### src/rtl/csr_bridge_pkg.sv
package csr_bridge_pkg;
  // Chunk sequencer phases: idle, strobing chunks, waiting for the last read chunk.
  typedef enum logic [1:0] {
    SEQ_IDLE  = 2'd0,
    SEQ_ISSUE = 2'd1,
    SEQ_DRAIN = 2'd2
  } seq_state_e;
endpackage

### src/rtl/csr_chunk_seq.sv
module csr_chunk_seq
  import csr_bridge_pkg::*;
#(
  parameter int RATIO = 4,
  parameter int IDX_W = 2
) (
  input  logic             clk,
  input  logic             rst,
  input  logic             start,
  input  logic             start_wr,
  output logic             busy,
  output logic             rd_stb,
  output logic             wr_stb,
  output logic             done,
  output logic [IDX_W-1:0] idx
);
  localparam logic [IDX_W-1:0] LAST_IDX = IDX_W'(RATIO - 1);

  seq_state_e st;
  logic       wr_q;

  always_ff @(posedge clk) begin
    if (rst) begin
      st     <= SEQ_IDLE;
      idx    <= '0;
      rd_stb <= 1'b0;
      wr_stb <= 1'b0;
      done   <= 1'b0;
      wr_q   <= 1'b0;
    end else begin
      done <= 1'b0;
      case (st)
        SEQ_IDLE: begin
          if (start) begin
            st     <= SEQ_ISSUE;
            idx    <= '0;
            wr_q   <= start_wr;
            rd_stb <= !start_wr;
            wr_stb <= start_wr;
          end
        end
        SEQ_ISSUE: begin
          if (idx == LAST_IDX) begin
            rd_stb <= 1'b0;
            wr_stb <= 1'b0;
            if (wr_q) begin
              st   <= SEQ_IDLE;
              done <= 1'b1;
            end else begin
              st <= SEQ_DRAIN;
            end
          end else begin
            idx <= idx + 1'b1;
          end
        end
        SEQ_DRAIN: begin
          st   <= SEQ_IDLE;
          done <= 1'b1;
        end
        default: st <= SEQ_IDLE;
      endcase
    end
  end

  assign busy = (st != SEQ_IDLE);
endmodule

### src/rtl/csr_rd_gather.sv
module csr_rd_gather #(
  parameter int DW    = 8,
  parameter int RATIO = 4,
  parameter int IDX_W = 2
) (
  input  logic                clk,
  input  logic                rst,
  input  logic                rd_stb,
  input  logic [IDX_W-1:0]    idx,
  input  logic [DW-1:0]       bus_rdata,
  output logic [DW*RATIO-1:0] word
);
  // Bus data follows its strobe by one cycle, so the strobe and index are delayed to match.
  logic             pend;
  logic [IDX_W-1:0] pidx;

  always_ff @(posedge clk) begin
    if (rst) begin
      pend <= 1'b0;
      pidx <= '0;
    end else begin
      pend <= rd_stb;
      pidx <= idx;
    end
  end

  for (genvar g = 0; g < RATIO; g++) begin : g_slot
    logic [DW-1:0] slot;
    always_ff @(posedge clk) begin
      if (rst) slot <= '0;
      else if (pend && pidx == IDX_W'(g)) slot <= bus_rdata;
    end
    assign word[g*DW +: DW] = slot;
  end
endmodule

### src/rtl/csr_width_bridge.sv
module csr_width_bridge
  import csr_bridge_pkg::*;
#(
  parameter  int CPU_W  = 32,
  parameter  int CSR_W  = 8,
  parameter  int CPU_AW = 6,
  localparam int RATIO  = CPU_W / CSR_W,
  localparam int IDX_W  = (RATIO > 1) ? $clog2(RATIO) : 1,
  localparam int CSR_AW = CPU_AW + IDX_W
) (
  input  logic              clk,
  input  logic              rst,
  input  logic              cpu_valid,
  input  logic              cpu_write,
  input  logic [CPU_AW-1:0] cpu_addr,
  input  logic [CPU_W-1:0]  cpu_wdata,
  output logic              cpu_ready,
  output logic              cpu_busy,
  output logic [CPU_W-1:0]  cpu_rdata,
  output logic [CSR_AW-1:0] csr_addr,
  output logic              csr_r_stb,
  output logic              csr_w_stb,
  output logic [CSR_W-1:0]  csr_w_data,
  input  logic [CSR_W-1:0]  csr_r_data
);
  logic              start;
  logic [IDX_W-1:0]  idx;
  logic [CPU_AW-1:0] base_q;
  logic [CPU_W-1:0]  wdata_q;
  logic [CSR_W-1:0]  wchunk [RATIO];

  assign start = cpu_valid && !cpu_busy;

  always_ff @(posedge clk) begin
    if (rst) begin
      base_q  <= '0;
      wdata_q <= '0;
    end else if (start) begin
      base_q  <= cpu_addr;
      wdata_q <= cpu_wdata;
    end
  end

  csr_chunk_seq #(
    .RATIO(RATIO),
    .IDX_W(IDX_W)
  ) u_seq (
    .clk     (clk),
    .rst     (rst),
    .start   (start),
    .start_wr(cpu_write),
    .busy    (cpu_busy),
    .rd_stb  (csr_r_stb),
    .wr_stb  (csr_w_stb),
    .done    (cpu_ready),
    .idx     (idx)
  );

  csr_rd_gather #(
    .DW   (CSR_W),
    .RATIO(RATIO),
    .IDX_W(IDX_W)
  ) u_gather (
    .clk      (clk),
    .rst      (rst),
    .rd_stb   (csr_r_stb),
    .idx      (idx),
    .bus_rdata(csr_r_data),
    .word     (cpu_rdata)
  );

  for (genvar g = 0; g < RATIO; g++) begin : g_wchunk
    assign wchunk[g] = wdata_q[g*CSR_W +: CSR_W];
  end

  assign csr_addr   = CSR_AW'(base_q) * CSR_AW'(RATIO) + CSR_AW'(idx);
  assign csr_w_data = csr_w_stb ? wchunk[idx] : '0;
endmodule

### config.mk
export PLATFORM = sky130hd
export DESIGN_NAME = csr_width_bridge
export DESIGN_NICKNAME = d
export VERILOG_FILES = /design/src/rtl/csr_bridge_pkg.sv /design/src/rtl/csr_chunk_seq.sv /design/src/rtl/csr_rd_gather.sv /design/src/rtl/csr_width_bridge.sv
export SDC_FILE = /design/constraint.sdc
export NUM_CORES = 1
export LEC_CHECK = 0
export BUFFER_PORTS_ARGS = -buffer_cell sky130_fd_sc_hd__buf_4
export CAP_MARGIN = 20
export CORE_MARGIN = 3
export CORE_UTILIZATION = 41
export CTS_CLUSTER_SIZE = 16
export DETAILED_ROUTE_END_ITERATION = 8
export HOLD_SLACK_MARGIN = 0.05
export PLACE_DENSITY_LB_ADDON = 0.15
export REMOVE_ABC_BUFFERS = 1
export SYNTH_ARGS = -nofsm -noshare
export SYNTH_HDL_FRONTEND = slang
export SYNTH_SLANG_ARGS = --single-unit
### constraint.sdc
create_clock -name clk -period 3.4 [get_ports clk]
set_input_delay 1.02 -clock clk [delete_from_list [all_inputs] [get_ports clk]]
set_output_delay 1.02 -clock clk [all_outputs]
set_load 0.01 [all_outputs]
==> results.md <==
* Outcome: complete, no violations
* Hold_buf cts at 0
* Synth top area cells: dfxtp_1 (51%), mux2i_1 (10%), nand2_1 (9.4%)
* Antenna violations before repair at 0
* WL final at 7180 um
* WP data arrival at approximately 2.0 ns
* Pins Over Slew Limit at 0
* Largest net degree at the start of global routing at slightly above 80
* Post-DR wirelength/cell at 13.3 um
* Commonest non-fill, non-tap cell in the layout: buf_4
* Post-synthesis async set-or-reset flop share at 0%
* WP data required at around 2.4 ns
* Yosys top cell by area: dfxtp_1
* Worst VDD drop at ~290 uV
* Area Overhead vs Synth at 32.0%
* Ys Warns at 0
* Avg Inst Size Synth at 9.28 um^2
* Cell count after synthesis at around 350
* Die width at approximately 94 um
* Synth Cell Area at between 3000 and 4000 um^2
* DR iter-0 viols at between 100 and 150
* Area share of the largest cell type after synthesis at 50.6%
* Initial Util at 43.2%
* Share of layout cells above drive strength 1 at between 20 and 30%
* Setup crit end kind: primary output
* Synth Flop Type: dfxtp_1
* CTS Sinks at slightly above 80
* # diodes at 0
* Setup_tns at 0 ns
* Setup violators final at 0
* CP Launch Type: register
* CTS resizes at 0
* Reg power frac at about half
* CTS root buf: clkbuf_8
* Number of synthesized flops with an enable pin at 0
* CTS max path bufs at 2
* CTS tree: yes
* Final min period at roughly 3.0 ns
* Die Ht at 94.4 um
* Grt ovf at 0
* #FFs+latches synth at 81
* Post-synth cell types at 29
* Fin nets at between 400 and 500
* Clock Latency Late Sink at 0.35 ns
* DRC violations left at 0
* Commonest cells after routing, fill and taps aside: buf_4 (104), dfxtp_1 (81), nand2_1 (80)
* Die ar. at slightly below 9000 um^2
* Fmax at approximately 330 MHz
* H-Tree Depth at 3
* Hold/Removal Path Class: reg2reg
* First-pass GRT wire length at 11,600 um
* Routed via count at approximately 2.6k
* Setup CP Type: reg2out
* Slew headroom at ~40%
* Core area at 7410 um^2
* Fillers at roughly 700
* DP HPWL at 4820 um
* Final Power at 0.00201 W
* Post-CTS setup buffers at 0
* Leakage at between 1.5 and 2 nW
* Combinational Power Share at between 10% and 20%
* Num rows at 31
* Via/cell ratio at 4.82
* Hold_ws at 0.455 ns
* Slew at the pin closest to its max-slew limit at 0.901 ns
* TritonRoute pass-1 iters at 4
* Clock Power Share at 38.9%
* Sequential fraction of the synthesis area at 50.6%
* Net Sw Power at approximately 0.00048 W
* Final design utilization at 57.0%
* Sw Share at approximately a quarter
* RSZ-0062 raised after global routing: no
* IO buf count at approximately 100
* RD Place Congestion at approximately 0.75
* CTS Buf Count at 9
* IO Count at roughly 100
* Max cap viols at 0
* Cell area power density at 476 nW/um^2
* Internal cell power at 0.00153 W
* CP Max Fanout at 9
* Total global-route track usage at between 10% and 20%
* Final Skew at roughly 0.009 ns
* Final Cycle Share at 88.2%
* Fin. Hold Viols at 0
* Routed Antenna Nets at 0
* Number of global-route vias before repair at 2,477
* Clk pin slew, worst setup/hold paths at about 0.080 ns
-- routing by layer --
layer | share of wire [%] | vias up | wire length (um) | track usage (%)
met5 | 0 | - | 0 | 0
met4 | 0.92 | 0 | 66 | 6.86
met3 | 7.5 | 7 | 537 | 5.02
met2 | 47 | 74 | 3370 | 26.8
met1 | 45 | 1190 | 3200 | 20.5
li1 | - | 1335 | - | -
-- flip-flops by register name, indices dropped and copies added (netlist names) --
signal                flops
u_gather.g_slot.slot     32
wdata_q                  32
base_q                    6
u_gather.pidx             2
u_seq.idx                 2
u_seq.st                  2
u_gather.pend             1
u_seq.done                1
u_seq.rd_stb              1
u_seq.wr_q                1
u_seq.wr_stb              1
-- synth_stat cells, types with 2 or more instances --
master	count
and2b_1	2
nor2_1	33
nor2b_1	4
nand3b_1	3
o21ai_0	6
mux4_2	7
a21oi_1	42
dfxtp_1	81
buf_2	11
and2_1	10
inv_1	4
buf_4	2
mux2i_1	33
nor3b_1	2
ha_1	4
nand2_1	80
clkbuf_1	9
-- metrics by stage --
stage	cells	area [um^2]	worst slack, ns
6_report	541	4230	0.402
5_1_grt	541	4230	0.265
4_1_cts	541	4230	0.358
3_5_place_dp	525	4000	0.729
3_3_place_gp	525	4000	0.762
2_1_floorplan	322	3090	0.908
-- worst paths after layout --
path	start	end	slack [ns]	cells after the start
worst max-delay path	u_seq.idx[0]	csr_w_data[1]	0.40	4
worst min-delay path	wdata_q[12]	wdata_q[12]	0.45	2
worst max register to register	u_seq.idx[1]	u_seq.st[1]	1.67	4
worst min register to register	wdata_q[12]	wdata_q[12]	0.45	2
-- logic make-up after synthesis --
| group | count (synthesis) | share of synthesized area (%) |
|---|---|---|
| and+or+nand+nor | 140 | 19.1 |
| DFF | 81 | 50.6 |
| AOI/OAI and AO/OA | 52 | 8.52 |
| muxes | 41 | 16.1 |
| buffers and inverters | 27 | 4.06 |
| adders and majority gates | 4 | 1.56 |
-- worst max-delay path: stages (launching register included) --
cell,delay (ns)
dfxtp_1,0.58
buf_4,0.25
mux4_2,0.49
and2_1,0.17
buf_4,0.14
-- power by group through the flow --
stage	clock, W	combinational, W	sequential (W)
floorplan	0	0.000100	0.00103
global route	0.000840	0.000239	0.00102
finish	0.000782	0.000214	0.00101
detailed placement	0	0.000217	0.00104
global placement	0	0.000214	0.00104
CTS	0.000803	0.000218	0.00101
-- layout make-up --
type                       count  area (um^2)  share of cell area (%)
timing repair buffer         104          781                    18.5
multi-input combinational    237         1460                    34.4
sequential                    81         1620                    38.4
inverter                       4         15.0                   0.355
clock buffer                  10          138                    3.26
clock inverter                 6         91.3                    2.16
tap                           99          124                    2.93
(Power assumes the default switching activity.)
